--- src/rtl/ramp_adc_pkg.sv ---
package ramp_adc_pkg;

  typedef enum logic [1:0] {
    ST_IDLE = 2'd0,
    ST_RUN  = 2'd1,
    ST_DONE = 2'd2
  } convState_t;

  // Strobes from the sequencer to the datapath
  typedef struct packed {
    logic clearCount;
    logic stepCount;
    logic captureResult;
  } rampStrobe_t;

endpackage

--- src/rtl/ramp_adc_seq.sv ---
module ramp_adc_seq
  import ramp_adc_pkg::*;
(
  input  logic        clk,
  input  logic        rstN,
  input  logic        startReq,
  input  logic        cmpAtOrAbove,
  input  logic        countAtTop,
  output rampStrobe_t strobe,
  output logic        busy,
  output logic        eoc
);

  convState_t state, nextState;

  always_ff @(posedge clk or negedge rstN) begin
    if (!rstN) state <= ST_IDLE;
    else       state <= nextState;
  end

  always_comb begin
    nextState = state;
    strobe    = '0;
    unique case (state)
      ST_IDLE, ST_DONE: begin
        if (startReq) begin
          strobe.clearCount = 1'b1;
          nextState         = ST_RUN;
        end
      end
      ST_RUN: begin
        // start is deliberately not looked at here
        if (cmpAtOrAbove || countAtTop) begin
          strobe.captureResult = 1'b1;
          nextState            = ST_DONE;
        end else begin
          strobe.stepCount = 1'b1;
        end
      end
      default: nextState = ST_IDLE;
    endcase
  end

  assign busy = (state == ST_RUN);
  assign eoc  = (state == ST_DONE);

  // the two status levels exclude each other
  a_r9_busy_eoc_exclusive: assert property (@(posedge clk) disable iff (!rstN)
    !(busy && eoc));

  // a start during counting does not end or restart the run
  a_r7_start_ignored: assert property (@(posedge clk) disable iff (!rstN)
    (busy && startReq && !cmpAtOrAbove && !countAtTop) |=> busy);

endmodule

--- src/rtl/ramp_adc_dp.sv ---
module ramp_adc_dp
  import ramp_adc_pkg::*;
#(
  parameter int CODE_W = 8
) (
  input  logic              clk,
  input  logic              rstN,
  input  rampStrobe_t       strobe,
  output logic [CODE_W-1:0] countQ,
  output logic [CODE_W-1:0] resultQ,
  output logic              countAtTop
);

  localparam logic [CODE_W-1:0] TOP_CODE = {CODE_W{1'b1}};
  localparam logic [CODE_W-1:0] ONE_CODE = {{(CODE_W-1){1'b0}}, 1'b1};

  always_ff @(posedge clk or negedge rstN) begin
    if (!rstN) begin
      countQ <= '0;
    end else if (strobe.clearCount) begin
      countQ <= '0;
    end else if (strobe.stepCount) begin
      countQ <= countQ + ONE_CODE;
    end
  end

  always_ff @(posedge clk or negedge rstN) begin
    if (!rstN)                     resultQ <= '0;
    else if (strobe.captureResult) resultQ <= countQ;
  end

  assign countAtTop = (countQ == TOP_CODE);

  // the sequencer never asks for a step past the top code
  a_r3_no_wrap: assert property (@(posedge clk) disable iff (!rstN)
    strobe.stepCount |-> !countAtTop);

endmodule

--- src/rtl/ramp_adc_ctrl.sv ---
module ramp_adc_ctrl
  import ramp_adc_pkg::*;
#(
  parameter int CODE_W = 8
) (
  input  logic              clk,
  input  logic              rstN,
  input  logic              startReq,
  input  logic              cmpAtOrAbove,
  output logic [CODE_W-1:0] dacCode,
  output logic [CODE_W-1:0] resultCode,
  output logic              busy,
  output logic              eoc
);

  localparam logic [CODE_W-1:0] TOP_CODE = {CODE_W{1'b1}};

  rampStrobe_t strobe;
  logic        countAtTop;

  ramp_adc_seq uSeq (
    .clk          (clk),
    .rstN         (rstN),
    .startReq     (startReq),
    .cmpAtOrAbove (cmpAtOrAbove),
    .countAtTop   (countAtTop),
    .strobe       (strobe),
    .busy         (busy),
    .eoc          (eoc)
  );

  ramp_adc_dp #(.CODE_W(CODE_W)) uDp (
    .clk        (clk),
    .rstN       (rstN),
    .strobe     (strobe),
    .countQ     (dacCode),
    .resultQ    (resultCode),
    .countAtTop (countAtTop)
  );

  // an accepted start zeroes the code and raises busy
  a_r2_start_clears: assert property (@(posedge clk) disable iff (!rstN)
    (!busy && startReq) |=> (busy && !eoc && dacCode == '0));

  // one step per clock while counting
  a_r3_step_by_one: assert property (@(posedge clk) disable iff (!rstN)
    (busy && !cmpAtOrAbove && dacCode != TOP_CODE)
      |=> (busy && dacCode == $past(dacCode) + 1'b1));

  // comparator trip freezes and reports the code
  a_r4_capture_on_trip: assert property (@(posedge clk) disable iff (!rstN)
    (busy && cmpAtOrAbove)
      |=> (eoc && !busy && resultCode == $past(dacCode) && $stable(dacCode)));

  // the top code ends the run as full scale
  a_r6_full_scale_stop: assert property (@(posedge clk) disable iff (!rstN)
    (busy && dacCode == TOP_CODE) |=> (eoc && resultCode == TOP_CODE));

  // finished result and code hold while no start arrives
  a_r8_hold_after_done: assert property (@(posedge clk) disable iff (!rstN)
    (eoc && !startReq) |=> (eoc && $stable(resultCode) && $stable(dacCode)));

endmodule

--- config.mk ---
export PLATFORM = sky130hd
export DESIGN_NAME = ramp_adc_ctrl
export DESIGN_NICKNAME = d
export VERILOG_FILES = /design/src/rtl/ramp_adc_pkg.sv /design/src/rtl/ramp_adc_seq.sv /design/src/rtl/ramp_adc_dp.sv /design/src/rtl/ramp_adc_ctrl.sv
export SDC_FILE = /design/constraint.sdc
export NUM_CORES = 1
export LEC_CHECK = 0
export BUFFER_PORTS_ARGS = -buffer_cell sky130_fd_sc_hd__buf_2
export CAP_MARGIN = 20
export CELL_PAD_IN_SITES_DETAIL_PLACEMENT = 2
export CELL_PAD_IN_SITES_GLOBAL_PLACEMENT = 2
export CORE_ASPECT_RATIO = 1.4
export CORE_MARGIN = 2
export CORE_UTILIZATION = 33
export DETAILED_ROUTE_END_ITERATION = 16
export GPL_TIMING_DRIVEN = 0
export PLACE_DENSITY = 0.83
export SYNTH_ARGS = -nofsm -noshare
export SYNTH_HDL_FRONTEND = slang
export SYNTH_HIERARCHICAL = 1
export SYNTH_SLANG_ARGS = --single-unit
--- constraint.sdc ---
create_clock -name clk -period 2.7 [get_ports clk]
set_input_delay 0.135 -clock clk [delete_from_list [all_inputs] [get_ports clk]]
set_output_delay 0.135 -clock clk [all_outputs]
set_load 0.01 [all_outputs]
# After elaboration in Yosys (flattened, before gate mapping)
# Cells that the tools add are included.
dict set report word_totals {
  output_inout_bits 18
  ff_bits 18
  word_cells 24
}
dict set report classes {
  n_eq_ne 5
  add_sub_neg 1
  n_reduce_logical 5
  n_mux 10
}
# op count
set ops {}
lappend ops {{2-to-1 mux 8 bit} 2}
lappend ops {{adder 8 x 1 -> 8 bit (second input constant)} 1}
lappend ops {{equality test 8 bit (second input constant)} 1}
lappend ops {{2-to-1 mux 2 bit} 3}
lappend ops {{2-to-1 mux 1 bit} 4}
lappend ops {{one-hot mux 2 bit (2 select lines)} 1}
lappend ops {{equality test 2 x 1 -> 1 bit (second input constant)} 1}
lappend ops {{equality test 2 bit (second input constant)} 1}
lappend ops {{zero test 2 bit} 1}
lappend ops {{inequality test 2 x 1 -> 1 bit (second input constant)} 1}
lappend ops {{inequality test 2 bit (second input constant)} 1}
lappend ops {{AND reduction 2 bit} 1}
lappend ops {{nonzero test 2 bit} 1}
lappend ops {{OR reduction 2 bit} 1}
lappend ops {{logical OR 1 bit} 1}

# Depth between registers and ports, before layout
# Gate-level depths: netlist of the first run.
dict set report depth {
  depth_word 6
  depth_mapped 8
  mapped_depth_nobuf 7
}

# By module
# The synthesis of the first run kept the hierarchy.
# module area_each_um2 cells_per_inst instances
set by_module_without_submodules {}
lappend by_module_without_submodules {ramp_adc_dp 681.9 56 1}
lappend by_module_without_submodules {ramp_adc_seq 113.9 12 1}

# Worst setup path before layout of the first run
# Ideal clock, no wire load.
dict set report synth_path {
  kind {reg-to-reg}
  startpoint {reg uDp.countQ[0]}
  endpoint {reg uDp.resultQ[0]}
  path_slack_ns 0.845
  setup_time_ns 0.125
  stages_incl_launch_ff 8
  t_arrival_ns 1.730
  path_buffers 1
  required_time_ns 2.575
  period_less_slack_ns 1.855
  path_cell_list {dfrtp_1 ha_1 nand3_1 nor2_1 nor2_1 nor2_1 clkbuf_1 mux2_2}
}
# item line_no
set synth_rtl {}
lappend synth_rtl {{from (decl)} ramp_adc_dp.sv:9} ;# output logic [CODE_W-1:0] countQ,
lappend synth_rtl {{from (signal assigned)} ramp_adc_dp.sv:23} ;# countQ <= countQ + ONE_CODE;
lappend synth_rtl {{to (signal assigned)} ramp_adc_dp.sv:29} ;# else if (strobe.captureResult) resultQ <= countQ;
lappend synth_rtl {{to (decl)} ramp_adc_dp.sv:10} ;# output logic [CODE_W-1:0] resultQ,

==> results.py, run 1 <==
metrics = {
    "timing": {
        "timing.final.crit_share_pct": 80.17,
        "tightest_slew_ns": 0.5234,
        "max_freq_ghz": 0.4620,
        "fin_setup_tns_ns": 0,
        "finalClockSkew_ns": 0.008406,
        "grt_setup_unrepaired": "false",
        "maxSlewViolCount": 0,
        "setup_viol": 0,
        "max_slew_margin_pct": 65.11,
        "final_hold_viol_count": 0,
        "period_needed_ns": 2.165,
    },
    "floorplan": {
        "start_util_pct": 34.03,
        "die_h_um": 62.11,
        "fp.dieW_um": 45.50,
        "ios": 22,
        "core_sq_um": 2338,
        "dieArea_sq_um": 2826,
        "rows": 21,
    },
    "clock_network": {
        "clockBufferDepth": 2,
        "cts_sinks": 18,
        "cts_buffers": 3,
        "clkLatencyLatePin_ns": 0.29,
        "root_buffer": "clkbuf_4",
        "cts_resized": 0,
        "cts_tree": "yes",
        "path_clk_slew_ns": 0.11,
        "htreeDepth": 1,
    },
    "logic_synthesis": {
        "postSynthAreaPerCell_sq_um": 11.70,
        "async_flop_share_pct": 100.0,
        "synth_seq_cells": 18,
        "synth_warnings": 6,
        "synth_ff_type": "dfrtp_1",
        "syn_inst": 68,
        "yosysTopAreaCell": "dfrtp_1",
        "synth_enable_flop_cells": 0,
        "syn_area_sq_um": 795.8,
        "synth-simple-area-share_pct": 15.09,
        "synth_cell_types": 23,
        "seq_area_frac_synth_pct": 56.60,
        "synth.mux.area_fraction_pct": 12.58,
        "synth_fa_ha_area_share_pct": 1.572,
        "synth_nets": 73,
        "synthTopCellsByArea": "dfrtp_1 (57%), mux2_2 (11%), nor2_1 (4.2%)",
        "synth-compound-area-share_pct": 6.918,
        "synth_top_family_by_area": "simple AND/OR/NAND/NOR gates",
        "yosys.area.top_type_share_pct": 56.60,
        "yosys.area_share.xor_xnor_pct": 4.403,
    },
    "job": {
        "max_cap_violations": 0,
    },
    "critical_path": {
        "end_kind": "register",
        "crit_required_ns": 2.88,
        "crit_start": "uDp/countQ[0]$_DFFE_PN0P_",
        "worstSetupPathType": "reg -> reg",
        "r2r_slack_ns": 0.54,
        "rr_startpoint": "uDp/countQ[0]$_DFFE_PN0P_",
        "worst_ep_arrival_time_ns": 2.34,
        "r2r_cells": 7,
        "worstPathMaxFanout": 8,
        "reg2reg_to": "uDp/resultQ[5]$_DFFE_PN0P_",
        "start_kind": "register",
    },
    "worst_hold_path": {
        "holdCritStartpoint": "cmpAtOrAbove",
        "min_path_type": "in -> reg",
        "hold_end": "uSeq/state[0]$_DFFE_PN0P_",
        "hold_depth": 2,
    },
    "placed_design": {
        "post_dp_cell_area_sq_um": 929.6,
        "portBuffers": 21,
        "dp.cells": 112,
        "hpwl_mm": 1.326,
        "routabilityCongestion": 0.6628,
    },
    "final_layout": {
        "nets": 100,
        "antenna_cells": 0,
        "post-route-util_pct": 41.73,
        "regArea_sq_um": 450.4,
        "syn_to_final_growth_pct": 22.64,
        "stdcell_count": 117,
        "layout-drive-gt1-share_pct": 39.36,
        "fillCellCount": 263,
        "fin_area_sq_um": 975.9,
        "multi_input_area_sq_um": 322.8,
    },
    "power_and_ir_drop": {
        "powerDensity_nw_per_um2": 663.8,
        "leakage_nw": 0.5137,
        "fin_total_pwr_mw": 0.6478,
        "peakVddDrop_mv": 0.3389,
    },
    "global_route": {
        "grt_max_degree": 19,
        "antenna_found_initial": 0,
        "grt.total_usage_pct": 14.66,
        "grt.overflow.total": 0,
        "grt_pass1_wl_mm": 3.056,
        "first_global_vias": 675,
    },
    "routing": {
        "drt_first_pass_iters": 2,
        "via_per_inst": 5.274,
        "dr.first_iter.drc_count": 1,
        "drt_wl_total_mm": 1.761,
        "ant_nets": 0,
        "wire_per_inst_um": 15.05,
        "drc_errors": 0,
        "vias": 617,
    },
    "run_status": {
        "status": "completed",
    },
}
-- cell families (layout without fill, tap and decap cells) --
| group | Yosys count | in the layout |
|---|---|---|
| simple gates | 23 | 23 |
| flops | 18 | 18 |
| mux | 9 | 9 |
| compound gates | 8 | 8 |
| buf+inv | 5 | 31 |
| xor+xnor | 4 | 4 |
| fa+ha+maj | 1 | 1 |
-- flip-flops by register name (all words and copies together) (netlist names) --
register and cells:
uDp/countQ 8, uDp/resultQ 8, uSeq/state 2
-- power by group --
part | switching (mW) | leakage, nW | internal [mW]
Clock | 0.0821 | 0.0210 | 0.0820
Combinational | 0.0805 | 0.246 | 0.0690
Sequential | 0.0331 | 0.246 | 0.301
-- cell usage in the layout, fill, tap and decap left out, types with 2 or more instances in the layout --
cell | Yosys | routed
o21ai_0 | 3 | 3
or3_1 | 3 | 3
inv_1 | 2 | 2
nand3_1 | 3 | 3
mux2_2 | 8 | 8
a21oi_1 | 3 | 3
xor2_1 | 3 | 3
nand2_1 | 2 | 2
nand4_1 | 2 | 2
nor2_1 | 9 | 9
buf_2 | 0 | 21
dfrtp_1 | 18 | 18
clkbuf_4 | 0 | 3
-- worst max-delay path by stage --
stage / to / slack, ns
floorplan: uDp/resultQ[0]$_DFFE_PN0P_ / 0.85
global placement: uDp/resultQ[1]$_DFFE_PN0P_ / 0.65
detailed placement: uDp/resultQ[5]$_DFFE_PN0P_ / 0.58
CTS: uDp/resultQ[5]$_DFFE_PN0P_ / 0.52
global route: uDp/resultQ[5]$_DFFE_PN0P_ / 0.39
finish: uDp/resultQ[5]$_DFFE_PN0P_ / 0.54
-- metal layers --
layer	wire, um	GRT usage (%)
met5	0	0
met4	10	5.515
met3	71	2.616
met2	965	26.58
met1	713	15.63
-- synthesized netlist by cell type (all sizes together), types with 2 or more instances --
cell,instances
mux2,8
inv,2
nand4,3
buf,2
nand2,2
dfrtp,18
or3,3
nand3,3
o21ai,3
nor2,9
a21oi,3
xor2,3
-- repair_timing --
item / CTS / global route
setup buffers: 0 / 0
hold buffers: 1 / 0
hold endpoints to repair: 18 / 0
-- critical path, cell delays in order (launching register included) --
cell and delay, ns:
dfrtp_1 0.46, ha_1 0.26, nand3_1 0.10, nor2_1 0.22, nor2_1 0.10, nor2_1 0.09, clkbuf_1 0.42, mux2_2 0.40
-- cell type report --
cell class / count / share of cell area [%]
timing repair buffer: 22 / 11.79
multi-input combinational: 45 / 33.08
buffer: 3 / 1.538
sequential: 18 / 46.15
tap: 23 / 2.949
clock buffer: 4 / 3.718
inverter: 2 / 0.7692
-- stage by stage --
| stage | worst slack, ns | hold slack (ns) |
|---|---|---|
| 5_1_grt | 0.3860 | 0.06634 |
| 4_1_cts | 0.5237 | 0.06272 |
| 6_report | 0.5354 | 0.06304 |
| 3_5_place_dp | 0.5755 | 0.09352 |
| 2_1_floorplan | 0.8455 | -0.1606 |
| 3_3_place_gp | 0.6464 | 0.08484 |
No activity file was read; power rests on OpenSTA's default activity.
==> run 2: changes to the inputs <==
CORE_UTILIZATION = 31   (was 33)
PLACE_DENSITY = 0.79   (was 0.83)
clock period = 2.1 ns   (was 2.7 ns; I/O delays follow)
==> run 2 against run 1 <==
Wire length grew 15%. Combinational power rose by 64%. First-iteration DRC count grew to 6.0 times the previous value. Via count increased by 4.9%. Sequential share of layout area fell by 2.6 points. Sequential power is 29% higher. Critical path depth rose by 1. Final cell count grew 13%. Fmax rose by 8.9%. Non-clock buffer count rose by 4. Critical path type unchanged. Sequential cell count stayed put. Register-to-register slack worse by 0.42 ns.
==> results.py, run 2 (synthesis results as in run 1) <==
metrics = {
    "placed_design": {
        "routabilityCongestion": 0.6829,
        "dp.cells": 123,
        "portBuffers": 21,
        "place_ws_ns": -0.05872,
        "hpwl_mm": 1.441,
    },
    "floorplan": {
        "fp.dieW_um": 46.82,
        "rows": 21,
        "start_util_pct": 32.92,
        "die_h_um": 63.95,
        "ios": 22,
        "core_sq_um": 2417,
        "dieArea_sq_um": 2994,
    },
    "power_and_ir_drop": {
        "leakage_nw": 0.5424,
        "powerDensity_nw_per_um2": 856.3,
        "peakVddDrop_mv": 0.4184,
    },
    "run_status": {
        "status": "completed",
    },
    "critical_path": {
        "slowest_delay_ns": 0.45,
        "r2r_cells": 8,
        "worstPathMaxFanout": 5,
        "worstPathCellList": "ha_1, nand3_1, nor2_1, nor3_2, buf_4, nand4_4, or3_1, a21oi_2",
        "path_buf_inv": 1,
        "worstSetupPathType": "reg -> reg",
        "cp_slowest_cell": "dfrtp_2",
        "worst_ep_arrival_time_ns": 2.22,
        "path_delay_family": "simple AND/OR/NAND/NOR gates",
        "end_kind": "register",
        "crit_required_ns": 2.33,
        "path_depth": 8,
        "start_kind": "register",
    },
    "routing": {
        "drt_first_pass_iters": 4,
        "drt_wl_total_mm": 2.023,
        "drc_errors": 0,
        "dr.first_iter.drc_count": 6,
        "wire_per_inst_um": 15.33,
        "vias": 647,
        "ant_nets": 0,
        "via_per_inst": 4.902,
    },
    "clock_network": {
        "clockBufferDepth": 2,
        "cts_tree": "yes",
        "cts_sinks": 18,
        "path_clk_slew_ns": 0.11,
        "clkLatencyLatePin_ns": 0.29,
        "root_buffer": "clkbuf_4",
        "cts_buffers": 3,
        "htreeDepth": 1,
    },
    "timing": {
        "fin_hold_ws_ns": 0.04055,
        "maxSlewViolCount": 0,
        "finalClockSkew_ns": 0.007026,
        "timing.final.crit_share_pct": 94.65,
        "period_needed_ns": 1.988,
        "final_hold_viol_count": 0,
        "max_freq_ghz": 0.5031,
        "setup_ws_ns": 0.1124,
        "max_slew_margin_pct": 72.65,
        "setup_viol": 0,
        "fin_setup_tns_ns": 0,
        "tightest_slew_ns": 0.4102,
    },
    "global_route": {
        "antenna_found_initial": 0,
        "grt.total_usage_pct": 14.47,
        "first_global_vias": 671,
        "grt.overflow.total": 0,
        "grt_max_degree": 19,
        "grt_pass1_wl_mm": 3.160,
    },
    "worst_hold_path": {
        "min_path_type": "in -> reg",
        "hold_depth": 2,
    },
    "final_layout": {
        "antenna_cells": 0,
        "layout-drive-gt1-share_pct": 46.94,
        "nets": 104,
        "final_common_cell": "buf_2",
        "post-route-util_pct": 43.06,
        "top_regs": "uDp/countQ x8, uDp/resultQ x8, uSeq/state x2",
        "final_cell_mix": "buf_2 (21), dfrtp_1 (16), nor2_1 (9)",
        "stdcell_count": 132,
        "syn_to_final_growth_pct": 30.82,
    },
    "job": {
        "max_cap_violations": 0,
    },
}
run 2: cell types whose count changed in the layout (fill, tap and decap cells not counted), sizes merged:
cell,previous run,this run
buf,23,27
run 2: area by class of cell:
class                   count  area (sq um)
clock buffers               4         36.28
inverters                   2         7.507
repair buffers             26         145.1
plain buffers               3         16.27
well taps                  34         42.54
multi-input cells          45         340.3
fillers                   278          1376
flip-flops and latches     18         452.9
run 2: per-stage QoR:
step	power, mW	instance area, sq um
2_1_floorplan	0.5470	795.8
3_3_place_gp	0.6182	943.4
3_5_place_dp	0.6322	943.4
4_1_cts	0.8489	991.0
5_1_grt	0.9445	1041
6_report	0.8914	1041
run 2: worst paths after layout:
check / slack (ns) / from / endpoint
max in group asynchronous: 1.52 / rstN / uDp/countQ[1]$_DFFE_PN0P_
setup reg to reg: 0.11 / uDp/countQ[0]$_DFFE_PN0P_ / uDp/countQ[7]$_DFFE_PN0P_
hold / removal: 0.04 / cmpAtOrAbove / uSeq/state[0]$_DFFE_PN0P_
setup / recovery: 0.11 / uDp/countQ[0]$_DFFE_PN0P_ / uDp/countQ[7]$_DFFE_PN0P_
min in group asynchronous: 0.26 / rstN / uDp/countQ[6]$_DFFE_PN0P_
hold reg to reg: 0.51 / uDp/resultQ[5]$_DFFE_PN0P_ / uDp/resultQ[5]$_DFFE_PN0P_
run 2: where the power goes:
group          switching [mW]  internal [mW]  total (mW)  leakage, nW
logic                   0.122          0.122       0.244        0.278
registers              0.0400          0.390       0.430        0.243
clock network           0.112          0.106       0.217       0.0210
total                   0.274          0.618       0.891        0.542
run 2: per-layer routing:
| layer | share of wire [%] | track usage (%) |
|---|---|---|
| met5 | 0 | 0 |
| met4 | 0.54 | 2.083 |
| met3 | 4.5 | 2.542 |
| met2 | 56 | 27.05 |
| met1 | 39 | 16.43 |
run 2: timing repair:
action | CTS | global route
gates resized for setup | 1 | 5
buffers inserted | 0 | 4
hold endpoints to repair | 18 | 0
pin swaps | 0 | 0
setup endpoints to repair | 8 | 11
hold buffers | 1 | 0
